$ cat src/rtl/ps2_tx_pkg.sv
package ps2_tx_pkg;

   localparam int BYTE_W     = 8;
   localparam int FRAME_BITS = 11;
   localparam int DECIDE_IDX = 9;   // parity bit: its rising edge is the commit point

   typedef enum logic [1:0] {
      PH_IDLE,
      PH_HIGH,
      PH_LOW,
      PH_TAIL
   } phase_t;

   function automatic logic [FRAME_BITS-1:0] build_frame(input logic [BYTE_W-1:0] b);
      return {1'b1, ~(^b), b, 1'b0};
   endfunction

endpackage

$ cat src/rtl/ps2_tx_sync.sv
module ps2_tx_sync #(
   parameter int STAGES = 2
) (
   input  logic clk,
   input  logic rst_n,
   input  logic d_in,
   output logic d_out
);

   if (STAGES < 2) begin : g_bad_stages
      $error("ps2_tx_sync: STAGES must be at least 2");
   end

   logic [STAGES-1:0] chain_q;

   for (genvar s = 0; s < STAGES; s++) begin : g_stage
      if (s == 0) begin : g_first
         always_ff @(posedge clk or negedge rst_n) begin
            if (!rst_n) chain_q[0] <= 1'b1;
            else        chain_q[0] <= d_in;
         end
      end else begin : g_next
         always_ff @(posedge clk or negedge rst_n) begin
            if (!rst_n) chain_q[s] <= 1'b1;
            else        chain_q[s] <= chain_q[s-1];
         end
      end
   end

   assign d_out = chain_q[STAGES-1];

endmodule

$ cat src/rtl/ps2_tx_fifo.sv
module ps2_tx_fifo #(
   parameter int DEPTH = 2,
   parameter int W     = 8
) (
   input  logic         clk,
   input  logic         rst_n,
   input  logic         push,
   input  logic [W-1:0] push_data,
   input  logic         pop,
   output logic         full,
   output logic         nonempty,
   output logic [W-1:0] head
);

   localparam int AW = (DEPTH > 1) ? $clog2(DEPTH) : 1;
   localparam int CW = $clog2(DEPTH + 1);

   if (DEPTH < 2 || (DEPTH & (DEPTH - 1)) != 0) begin : g_bad_depth
      $error("ps2_tx_fifo: DEPTH must be a power of two, at least 2");
   end

   logic [W-1:0]  mem_q [DEPTH];
   logic [AW-1:0] wr_q, rd_q;
   logic [CW-1:0] cnt_q;

   always_ff @(posedge clk or negedge rst_n) begin
      if (!rst_n) begin
         wr_q  <= '0;
         rd_q  <= '0;
         cnt_q <= '0;
      end else begin
         if (push) wr_q <= wr_q + 1'b1;
         if (pop)  rd_q <= rd_q + 1'b1;
         case ({push, pop})
            2'b10:   cnt_q <= cnt_q + 1'b1;
            2'b01:   cnt_q <= cnt_q - 1'b1;
            default: cnt_q <= cnt_q;
         endcase
      end
   end

   always_ff @(posedge clk) begin
      if (push) mem_q[wr_q] <= push_data;
   end

   assign full     = (int'(cnt_q) == DEPTH);
   assign nonempty = (cnt_q != '0);
   assign head     = mem_q[rd_q];

   assert_no_overflow_R7: assert property (@(posedge clk) disable iff (!rst_n)
      int'(cnt_q) <= DEPTH);

   assert_no_underflow_R7: assert property (@(posedge clk) disable iff (!rst_n)
      pop |-> (cnt_q != '0));

endmodule

$ cat src/rtl/ps2_tx_engine.sv
module ps2_tx_engine
   import ps2_tx_pkg::*;
#(
   parameter int CLKS_PER_US = 125,
   parameter int T_SETUP_US  = 20,
   parameter int T_LOW_US    = 40,
   parameter int T_HIGH_US   = 35,
   parameter int GUARD       = 3
) (
   input  logic              clk,
   input  logic              rst_n,
   input  logic              have_byte,
   input  logic [BYTE_W-1:0] byte_in,
   input  logic              clk_s,
   input  logic              dat_s,
   output logic              pop,
   output logic              clk_oe,
   output logic              dat_oe,
   output logic              busy,
   output logic              done
);

   localparam int MAX_US = (T_SETUP_US > T_LOW_US) ?
                           ((T_SETUP_US > T_HIGH_US) ? T_SETUP_US : T_HIGH_US) :
                           ((T_LOW_US > T_HIGH_US) ? T_LOW_US : T_HIGH_US);
   localparam int UW = $clog2(MAX_US + 1);
   localparam int PW = (CLKS_PER_US > 1) ? $clog2(CLKS_PER_US) : 1;
   localparam int GW = $clog2(GUARD + 1);
   localparam logic [3:0] LAST_IDX = 4'(FRAME_BITS - 1);

   phase_t                phase_q, phase_n;
   logic [3:0]            idx_q, idx_n, idx_inc;
   logic [UW-1:0]         us_q, us_n;
   logic [PW-1:0]         pre_q, pre_n;
   logic [GW-1:0]         grd_q, grd_n;
   logic [FRAME_BITS-1:0] frm_q, frm_n, frm_new;
   logic                  clk_oe_q, clk_oe_n, dat_oe_q, dat_oe_n, done_q;
   logic                  tick, ph_end, grd_ok, inhibit;
   int                    lim;

   always_comb begin
      tick    = (int'(pre_q) == CLKS_PER_US - 1);
      grd_ok  = (int'(grd_q) >= GUARD);
      idx_inc = idx_q + 4'd1;
      frm_new = build_frame(byte_in);
      unique case (phase_q)
         PH_HIGH: lim = (idx_q == 4'd0) ? T_SETUP_US : T_HIGH_US;
         PH_LOW:  lim = T_LOW_US;
         default: lim = T_HIGH_US;
      endcase
      ph_end  = tick && (int'(us_q) == lim - 1);
      inhibit = (phase_q == PH_HIGH) && grd_ok && !clk_s && (idx_q <= 4'(DECIDE_IDX));
   end

   always_comb begin
      phase_n  = phase_q;
      idx_n    = idx_q;
      frm_n    = frm_q;
      clk_oe_n = clk_oe_q;
      dat_oe_n = dat_oe_q;
      pre_n    = tick ? '0 : pre_q + 1'b1;
      us_n     = tick ? us_q + 1'b1 : us_q;
      grd_n    = grd_ok ? grd_q : grd_q + 1'b1;
      pop      = 1'b0;
      unique case (phase_q)
         PH_IDLE: begin
            pre_n = '0;
            us_n  = '0;
            grd_n = '0;
            if (have_byte && clk_s && dat_s) begin
               phase_n  = PH_HIGH;
               idx_n    = '0;
               frm_n    = frm_new;
               dat_oe_n = ~frm_new[0];
            end
         end
         PH_HIGH: begin
            if (inhibit) begin
               phase_n  = PH_IDLE;
               clk_oe_n = 1'b0;
               dat_oe_n = 1'b0;
            end else if (ph_end) begin
               phase_n  = PH_LOW;
               clk_oe_n = 1'b1;
               pre_n    = '0;
               us_n     = '0;
               grd_n    = '0;
            end
         end
         PH_LOW: begin
            if (ph_end) begin
               pre_n    = '0;
               us_n     = '0;
               grd_n    = '0;
               clk_oe_n = 1'b0;
               if (idx_q == LAST_IDX) begin
                  phase_n  = PH_TAIL;
                  dat_oe_n = 1'b0;
               end else begin
                  phase_n  = PH_HIGH;
                  idx_n    = idx_inc;
                  dat_oe_n = ~frm_q[idx_inc];
               end
            end
         end
         default: begin
            if (ph_end) begin
               phase_n = PH_IDLE;
               pop     = 1'b1;
            end
         end
      endcase
   end

   always_ff @(posedge clk or negedge rst_n) begin
      if (!rst_n) begin
         phase_q  <= PH_IDLE;
         idx_q    <= '0;
         us_q     <= '0;
         pre_q    <= '0;
         grd_q    <= '0;
         frm_q    <= '0;
         clk_oe_q <= 1'b0;
         dat_oe_q <= 1'b0;
         done_q   <= 1'b0;
      end else begin
         phase_q  <= phase_n;
         idx_q    <= idx_n;
         us_q     <= us_n;
         pre_q    <= pre_n;
         grd_q    <= grd_n;
         frm_q    <= frm_n;
         clk_oe_q <= clk_oe_n;
         dat_oe_q <= dat_oe_n;
         done_q   <= pop;
      end
   end

   assign clk_oe = clk_oe_q;
   assign dat_oe = dat_oe_q;
   assign busy   = (phase_q != PH_IDLE);
   assign done   = done_q;

   assert_start_lines_high_R4: assert property (@(posedge clk) disable iff (!rst_n)
      $rose(busy) |-> $past(clk_s && dat_s && have_byte));

   assert_early_abort_R5: assert property (@(posedge clk) disable iff (!rst_n)
      (phase_q == PH_HIGH && idx_q <= 4'(DECIDE_IDX) && grd_ok && !clk_s)
      |=> (!busy && !clk_oe_q && !dat_oe_q && !done_q));

   assert_late_complete_R6: assert property (@(posedge clk) disable iff (!rst_n)
      (busy && idx_q == LAST_IDX) |=> (busy || done_q));

   assert_stop_released_R1: assert property (@(posedge clk) disable iff (!rst_n)
      (phase_q == PH_HIGH && idx_q == LAST_IDX) |-> !dat_oe_q);

   assert_pull_owned_R8: assert property (@(posedge clk) disable iff (!rst_n)
      (clk_oe_q || dat_oe_q) |-> busy);

   assert_done_pulse_R8: assert property (@(posedge clk) disable iff (!rst_n)
      done_q |=> !done_q);

endmodule

$ cat src/rtl/ps2_dev_tx.sv
module ps2_dev_tx
   import ps2_tx_pkg::*;
#(
   parameter int CLKS_PER_US = 125,
   parameter int DEPTH       = 2,
   parameter int T_SETUP_US  = 20,
   parameter int T_LOW_US    = 40,
   parameter int T_HIGH_US   = 35,
   parameter int SYNC_STAGES = 2
) (
   input  logic              clk,
   input  logic              rst_n,
   input  logic              in_valid,
   output logic              in_ready,
   input  logic [BYTE_W-1:0] in_data,
   input  logic              line_clk_in,
   output logic              line_clk_pull,
   input  logic              line_dat_in,
   output logic              line_dat_pull,
   output logic              busy,
   output logic              frame_done
);

   localparam int GUARD = SYNC_STAGES + 1;

   if (CLKS_PER_US < 1) begin : g_bad_rate
      $error("ps2_dev_tx: CLKS_PER_US must be at least 1");
   end
   if (T_LOW_US < 30 || T_LOW_US > 50) begin : g_bad_low
      $error("ps2_dev_tx: clock low time outside 30..50 us");
   end
   if (T_HIGH_US < 30 || T_HIGH_US > 40) begin : g_bad_high
      $error("ps2_dev_tx: clock high time outside 30..40 us");
   end
   if (T_LOW_US + T_HIGH_US < 60 || T_LOW_US + T_HIGH_US > 80) begin : g_bad_period
      $error("ps2_dev_tx: clock period outside 60..80 us");
   end
   if (T_SETUP_US < 1 || T_SETUP_US > T_HIGH_US) begin : g_bad_setup
      $error("ps2_dev_tx: setup time must be 1..T_HIGH_US us");
   end

   logic              clk_s, dat_s, pop, full, nonempty, push;
   logic [BYTE_W-1:0] head;

   ps2_tx_sync #(.STAGES(SYNC_STAGES)) u_sync_clk (
      .clk(clk), .rst_n(rst_n), .d_in(line_clk_in), .d_out(clk_s));

   ps2_tx_sync #(.STAGES(SYNC_STAGES)) u_sync_dat (
      .clk(clk), .rst_n(rst_n), .d_in(line_dat_in), .d_out(dat_s));

   assign in_ready = !full;
   assign push     = in_valid && !full;

   ps2_tx_fifo #(.DEPTH(DEPTH), .W(BYTE_W)) u_fifo (
      .clk(clk), .rst_n(rst_n),
      .push(push), .push_data(in_data), .pop(pop),
      .full(full), .nonempty(nonempty), .head(head));

   ps2_tx_engine #(
      .CLKS_PER_US(CLKS_PER_US),
      .T_SETUP_US (T_SETUP_US),
      .T_LOW_US   (T_LOW_US),
      .T_HIGH_US  (T_HIGH_US),
      .GUARD      (GUARD)
   ) u_engine (
      .clk(clk), .rst_n(rst_n),
      .have_byte(nonempty), .byte_in(head),
      .clk_s(clk_s), .dat_s(dat_s),
      .pop(pop), .clk_oe(line_clk_pull), .dat_oe(line_dat_pull),
      .busy(busy), .done(frame_done));

endmodule

$ cat config.mk
export PLATFORM = sky130hd
export DESIGN_NAME = ps2_dev_tx
export DESIGN_NICKNAME = d
export VERILOG_FILES = /design/src/rtl/ps2_tx_pkg.sv /design/src/rtl/ps2_tx_sync.sv /design/src/rtl/ps2_tx_fifo.sv /design/src/rtl/ps2_tx_engine.sv /design/src/rtl/ps2_dev_tx.sv
export SDC_FILE = /design/constraint.sdc
export NUM_CORES = 1
export LEC_CHECK = 0
export BUFFER_PORTS_ARGS = -buffer_cell sky130_fd_sc_hd__buf_2
export CELL_PAD_IN_SITES_DETAIL_PLACEMENT = 1
export CELL_PAD_IN_SITES_GLOBAL_PLACEMENT = 1
export CORE_MARGIN = 2
export CORE_UTILIZATION = 49
export CTS_CLUSTER_SIZE = 28
export DETAILED_ROUTE_END_ITERATION = 16
export GPL_TIMING_DRIVEN = 0
export MAX_ROUTING_LAYER = met4
export PLACE_DENSITY_LB_ADDON = 0.1
export SKIP_CTS_REPAIR_TIMING = 1
export SYNTH_ARGS = -nofsm -noshare
export SYNTH_HDL_FRONTEND = slang
export SYNTH_SLANG_ARGS = --single-unit
$ cat constraint.sdc
create_clock -name clk -period 3.4 [get_ports clk]
set_clock_uncertainty 0.05 [all_clocks]
set_input_delay 0.68 -clock clk [delete_from_list [all_inputs] [get_ports clk]]
set_output_delay 0.68 -clock clk [all_outputs]
set_load 0.01 [all_outputs]
Word-level counts from Yosys, hierarchy flattened
Memories as Yosys holds them, arrays and structs flattened.
Index checks and enable logic that the tools add are counted.
{"block": "op_classes", "add_sub_neg": 9, "n_lt_le_gt_ge": 3, "n_eq_ne": 13, "n_mux": 41, "bitwise_logic": 2, "reduce_logical": 25}
{"operator": "$pmux W32 S2", "count": 1}
{"operator": "$eq A7 B32 Y1", "count": 1}
{"operator": "$sub A32 B2 Y32 const B", "count": 1}
{"operator": "$mux W6", "count": 4}
{"operator": "$mux W7", "count": 3}
{"operator": "$pmux W7 S3", "count": 1}
{"operator": "$mux W2", "count": 9}
{"operator": "$pmux W6 S3", "count": 1}
{"operator": "$mux W1", "count": 12}
{"operator": "$mux W4", "count": 3}
{"operator": "$pmux W2 S3", "count": 2}
{"operator": "$reduce_and A4 Y1", "count": 3}
{"operator": "$reduce_bool A2 Y1", "count": 5}
{"operator": "$pmux W4 S2", "count": 1}
{"operator": "$reduce_xor A8 Y1", "count": 1}
{"operator": "$add A7 B1 Y7 const B", "count": 1}
{"operator": "$eq A7 B3 Y1 const B", "count": 1}
{"operator": "$logic_and A1 B1 Y1", "count": 7}
{"operator": "$add A6 B1 Y6 const B", "count": 1}
{"operator": "$eq A2 B2 Y1 const B", "count": 3}
{"operator": "$ne A2 B1 Y1 const B", "count": 3}
{"operator": "$reduce_bool A3 Y1", "count": 2}
{"operator": "$lt A4 B5 Y1 const B", "count": 1}
{"operator": "$add A2 B1 Y2 const B", "count": 2}
{"operator": "other kinds (20)", "count": 24}
{"block": "word_totals", "reg_bits": 42, "ramBits": 16, "out_inout_bits": 5, "word_cells": 110, "mem_count": 1}
{"name": "u_fifo.mem_q", "words": 2, "word_bits": 8, "read_ports": 1, "rd_clocked_by_memory_dff": 0, "write_ports": 1, "line_no": "ps2_tx_fifo.sv:22", "source": "logic [W-1:0] mem_q [DEPTH];"}

Depth between registers and ports, before layout
{"block": "depth", "depth_word": 10, "ltp_mapped": 16, "ltp_nobuf": 15}

Cells and area by module
From an unflattened synthesis, not the netlist that was laid out.
{"block": "unflattened", "hier_cells": 260, "hier_area_um2": 2960.3}
{"module": "ps2_tx_engine", "instances": 1, "cells_each": 213, "area_each_um2": 2080.7}
{"module": "ps2_tx_fifo", "instances": 1, "cells_each": 41, "area_each_um2": 764.5}
{"module": "ps2_tx_sync", "instances": 2, "cells_each": 2, "area_each_um2": 52.6}
{"module": "ps2_dev_tx", "instances": 1, "cells_each": 2, "area_each_um2": 10.0}

Worst setup path after synthesis
Ideal clock, no wire load.
{"block": "synth_timing", "path_type": "register -> register", "from": "reg u_engine.idx_q[0]", "to": "reg u_fifo.cnt_q[1]", "setup_time_ps": 79, "t_arrival_ps": 2965, "required_time_ps": 3271, "slack_ps": 306, "stages_incl_launch_ff": 16, "path_buffers": 1, "period_less_slack_ps": 3094, "cell_sequence": "dfrtp_1 > buf_2 > inv_1 > ha_1 > nor3b_2 > nor2_1 > nor2_1 > ha_1 > xnor2_1 > nor3_1 > nand3_4 > a211oi_4 > and2_1 > ha_1 > nor2_1 > xor2_1"}
{"block": "synth_via", "elab_chain_len": 10}
{"item": "start: declaration", "line_no": "ps2_tx_engine.sv:32", "source": "logic [3:0] idx_q, idx_n, idx_inc;"}
{"item": "start signal: assignment", "line_no": "ps2_tx_engine.sv:128", "source": "idx_q <= idx_n;"}
{"item": "$logic_not A4 Y1 (*)", "line_no": "ps2_tx_engine.sv:47", "source": "PH_HIGH: lim = (idx_q == 4'd0) ? T_SETUP_US : T_HIGH_US;"}
{"item": "$mux W6 (*)", "line_no": "ps2_tx_engine.sv:47"}
{"item": "$pmux W32 S2 (*)", "line_no": "ps2_tx_engine.sv:46", "source": "unique case (phase_q)"}
{"item": "$sub A32 B2 Y32 (*)", "line_no": "ps2_tx_engine.sv:51", "source": "ph_end = tick && (int'(us_q) == lim - 1);"}
{"item": "$eq A7 B32 Y1 (*)", "line_no": "ps2_tx_engine.sv:51"}
{"item": "$logic_and A1 B1 Y1 (*)", "line_no": "ps2_tx_engine.sv:51"}
{"item": "$mux W1 (*)", "line_no": "ps2_tx_engine.sv:107", "source": "if (ph_end) begin"}
{"item": "$mux W1 (*)", "line_no": "ps2_tx_engine.sv:65", "source": "unique case (phase_q)"}
{"item": "via pop", "line_no": "ps2_dev_tx.sv:42", "source": "logic clk_s, dat_s, pop, full, nonempty, push;"}
{"item": "$eq A2 B1 Y1 or $eq A2 B2 Y1 (tied branches)", "line_no": "ps2_tx_fifo.sv:34", "source": "case ({push, pop})"}
{"item": "$pmux W2 S2 or $reduce_bool A2 Y1 (tied branches)"}
{"item": "end signal: assignment", "line_no": "ps2_tx_fifo.sv:35", "source": "2'b10: cnt_q <= cnt_q + 1'b1;"}
{"item": "end signal: assignment", "line_no": "ps2_tx_fifo.sv:36", "source": "2'b01: cnt_q <= cnt_q - 1'b1;"}
{"item": "end signal: assignment", "line_no": "ps2_tx_fifo.sv:37", "source": "default: cnt_q <= cnt_q;"}
{"item": "end: declaration", "line_no": "ps2_tx_fifo.sv:24", "source": "logic [CW-1:0] cnt_q;"}
Mark *: on every way through the listed nets, which the timed path passes. The rest lies on a longest branch.
A chain may end at the register's enable or synchronous reset.

Final worst setup path
Ends and elaborated chain as after synthesis.

==> key figures <==
Status
  – Status: completed

Layout
  – Filler cells: about 640
  – Area Overhead vs Synth: 16.23%
  – Multi-input combinational cell area: 1406 um2
  – Final nets: 334
  – Register area: around 1500 um2
  – Diodes inserted: 0
  – Most frequent cells in the layout: dfrtp_1, nand2_1, nor2_1
  – Post-layout util: 59.17%
  – Leading cell type in the layout, fill and taps excluded: dfrtp_1
  – Share of cells above drive strength 1: 21.22%

Power
  – Internal power: 1.263 mW
  – Comb power frac: 11.4%
  – P_sw: between 400 and 500 uW
  – Sequential share of power: 50.1%
  – Sw frac: about a quarter
  – Clock group share of total power: 38.5%
  – Cell area power density: 484.2 nW/um2
  – Worst vdd ir: between 0.4 and 0.5 mV
  – Leak pwr: ~1.5 nW

Flow run
  – Max_cap viols: 0

Logic synthesis
  – Simple-Gate Fraction of Synth Area: between 10% and 20%
  – #FFs+latches synth: 58
  – Sequential element share of the synthesized area: a little over 50%
  – Mean Syn Cell Area: between 10 and 15 um2
  – Compound-Gate Fraction of Synth Area: between 10% and 20%
  – Post-synth ARST share: 72.41%
  – Post-synth top flop: dfrtp_1
  – Synth Area in XOR/XNOR: 9.008%
  – Post-Synth Adder-Cell Area: 6.227%
  – Post-Syn Nets: 296
  – Largest family of logic cells by synthesized area: simple AND/OR/NAND/NOR gates
  – Post-synthesis mux area share: 6.766%
  – EDFF count, synth: 16
  – Yosys warns: 0
  – Synth Instances: roughly 270
  – Count of cell types in the netlist: 49
  – Post-Syn Area: 3014 um2

STA
  – Final Hold Fails: 0
  – Fin crit period: 3248 ps
  – Pins Over Slew Limit: 0
  – Slew margin rel.: between 30% and 40%
  – Final Cycle Share: 95.52%
  – Worst-Margin Slew: about 950 ps
  – Final Setup Violations: 0
  – FMAX: a little over 0.3 GHz
  – Final setup TNS: 0 ps

Global route
  – Global-route wire length before repair: 10560 um
  – Gr usage total: 21.81%
  – Vias in the first global route: 2162
  – Antenna violations before repair: 0
  – Largest net degree at the start of global routing: 43
  – Global route overflow: 0

Routing
  – Routed vias: 2055
  – Wire length per cell: 16.15 um
  – 1st-iter DRT viols: 53
  – DRT Pass-1 Iters: 4
  – Vias/cell: 5.324
  – Drt total wl: between 6000 and 7000 um
  – Detail Route Antenna Nets: 0
  – DR DRC count: 0

CTS
  – CTS tree: done
  – CTS max path bufs: 2
  – H-Tree Depth: 3
  – Worst skew pair latency: around 330 ps
  – Clock sink total: 58
  – CTS clk-pin slew, worst paths: 70 ps
  – CTS Root Cell: clkbuf_8
  – Clock buffer count from CTS: 9

Critical path
  – Worst Path Arrival: 3410 ps
  – Critical path class: flip-flop to flip-flop
  – Worst Path Max Fanout: 4
  – Worst setup EP type: flip-flop
  – Type of origin of the critical path: flip-flop
  – Critical path data required time: 3560 ps

Placed design
  – Routability Congestion: 0.7629
  – Final HPWL DP: 4352 um
  – Port Buffers: 17

Die
  – Die Wd: 82.43 um
  – Core area: 5921 um2
  – Row count: 28
  – Boundary Pins: 18
  – Die Y: 82.43 um
  – Die area: 6795 um2
  – Initial Utilization: between 50% and 60%

Worst hold path
  – Hold WC Path Type: flip-flop to flip-flop
[synthesized netlist by cell type, types with 3 or more instances]
| master | n | area, um2 |
|---|---|---|
| nand2b_1 | 5 | 31.28 |
| dfrtp_1 | 38 | 950.9 |
| xor2_1 | 14 | 122.6 |
| and3_1 | 3 | 18.77 |
| a21oi_1 | 8 | 40.04 |
| o21ai_1 | 5 | 25.02 |
| nand2_1 | 24 | 90.09 |
| mux2i_1 | 17 | 170.2 |
| buf_2 | 3 | 15.01 |
| clkbuf_1 | 3 | 11.26 |
| edfxtp_1 | 16 | 480.5 |
| ha_1 | 15 | 187.7 |
| inv_1 | 9 | 33.78 |
| nand3_1 | 9 | 45.04 |
| o21bai_1 | 3 | 22.52 |
| dfstp_2 | 4 | 105.1 |
| xnor2_1 | 17 | 148.9 |
| o21ai_0 | 13 | 65.06 |
| nor2_1 | 25 | 93.84 |
[critical path: stages (launching register included)]
cell and delay (ps):
dfrtp_1 370, buf_6 130, clkinvlp_4 110, ha_1 220, nor3b_2 180, nor2_1 110
nor2_1 60, ha_1 300, xnor2_1 140, nor3_2 250, nand3_4 120, a211oi_4 310
and2_4 230, ha_1 160, xnor2_1 160, nor2_2 70, xor2_1 140
[final cells by class]
type / count / share of cell area, %
Buffer: 8 / 1.536
Clock buffer: 11 / 4.357
Clock inverter: 5 / 1.464
Inverter: 12 / 1.393
Multi-Input combinational cell: 190 / 40.14
Sequential cell: 58 / 43.86
Tap cell: 75 / 2.679
Timing Repair Buffer: 27 / 4.571
[power groups by stage]
stage / Combinational, mW / Clock [mW] / Sequential, mW
final: 0.194 / 0.653 / 0.849
after global routing: 0.224 / 0.701 / 0.857
after CTS: 0.194 / 0.672 / 0.849
after detailed placement: 0.194 / 0 / 0.863
after global placement: 0.186 / 0 / 0.853
after floorplan: 0.143 / 0 / 0.845
[stage by stage]
stage	cell area (um2)	hold WS [ps]	setup slack, ps	total power [mW]	cells
3_3_place_gp	3193	298.6	-94.39	1.040	360
2_1_floorplan	3014	295.2	305.7	0.9875	268
6_report	3503	310.3	152.4	1.696	386
3_5_place_dp	3193	300.3	-223.4	1.056	360
5_1_grt	3503	315.8	-72.17	1.782	386
4_1_cts	3397	309.8	-254.6	1.716	376
[worst paths after layout]
path | from | end | slack, ps | depth (start not counted)
setup / recovery | u_engine.idx_q[0] | u_fifo.cnt_q[1] | 150 | 16
hold / removal | u_sync_dat.chain_q[0] | u_sync_dat.d_out | 310 | 0
min in group asynchronous | rst_n | u_engine.us_q[3] | 440 | 1
setup reg to reg | u_engine.idx_q[0] | u_fifo.cnt_q[1] | 150 | 16
max in group asynchronous | rst_n | u_engine.frm_q[5] | 2270 | 1
hold reg to reg | u_sync_dat.chain_q[0] | u_sync_dat.d_out | 310 | 0
[sequential cells by signal, indices dropped and copies added (netlist names), 2 cells and up]
register          flops
u_engine.idx_q        4
u_engine.frm_q       10
u_engine.pre_q        7
u_fifo.cnt_q          2
u_fifo.mem_q         16
u_engine.us_q         6
u_engine.grd_q        2
u_engine.phase_q      2
[layer usage]
metal	up-vias	global-route usage (%)	wire length, um
met4	0	8.667	114
met3	11	5.326	157
met5	-	-	0
met2	27	34.19	2984
met1	1011	27.27	2975
li1	1006	-	-
[cells by family after synthesis]
logic type,Yosys count
multiplexers,19
other,1
buffers and inverters,20
XOR/XNOR,31
AND/OR/NAND/NOR,77
adder cells (fa/ha/maj),15
AO/OA/AOI/OAI,47
flip-flops,58
Power figures use the tool's default switching activity.
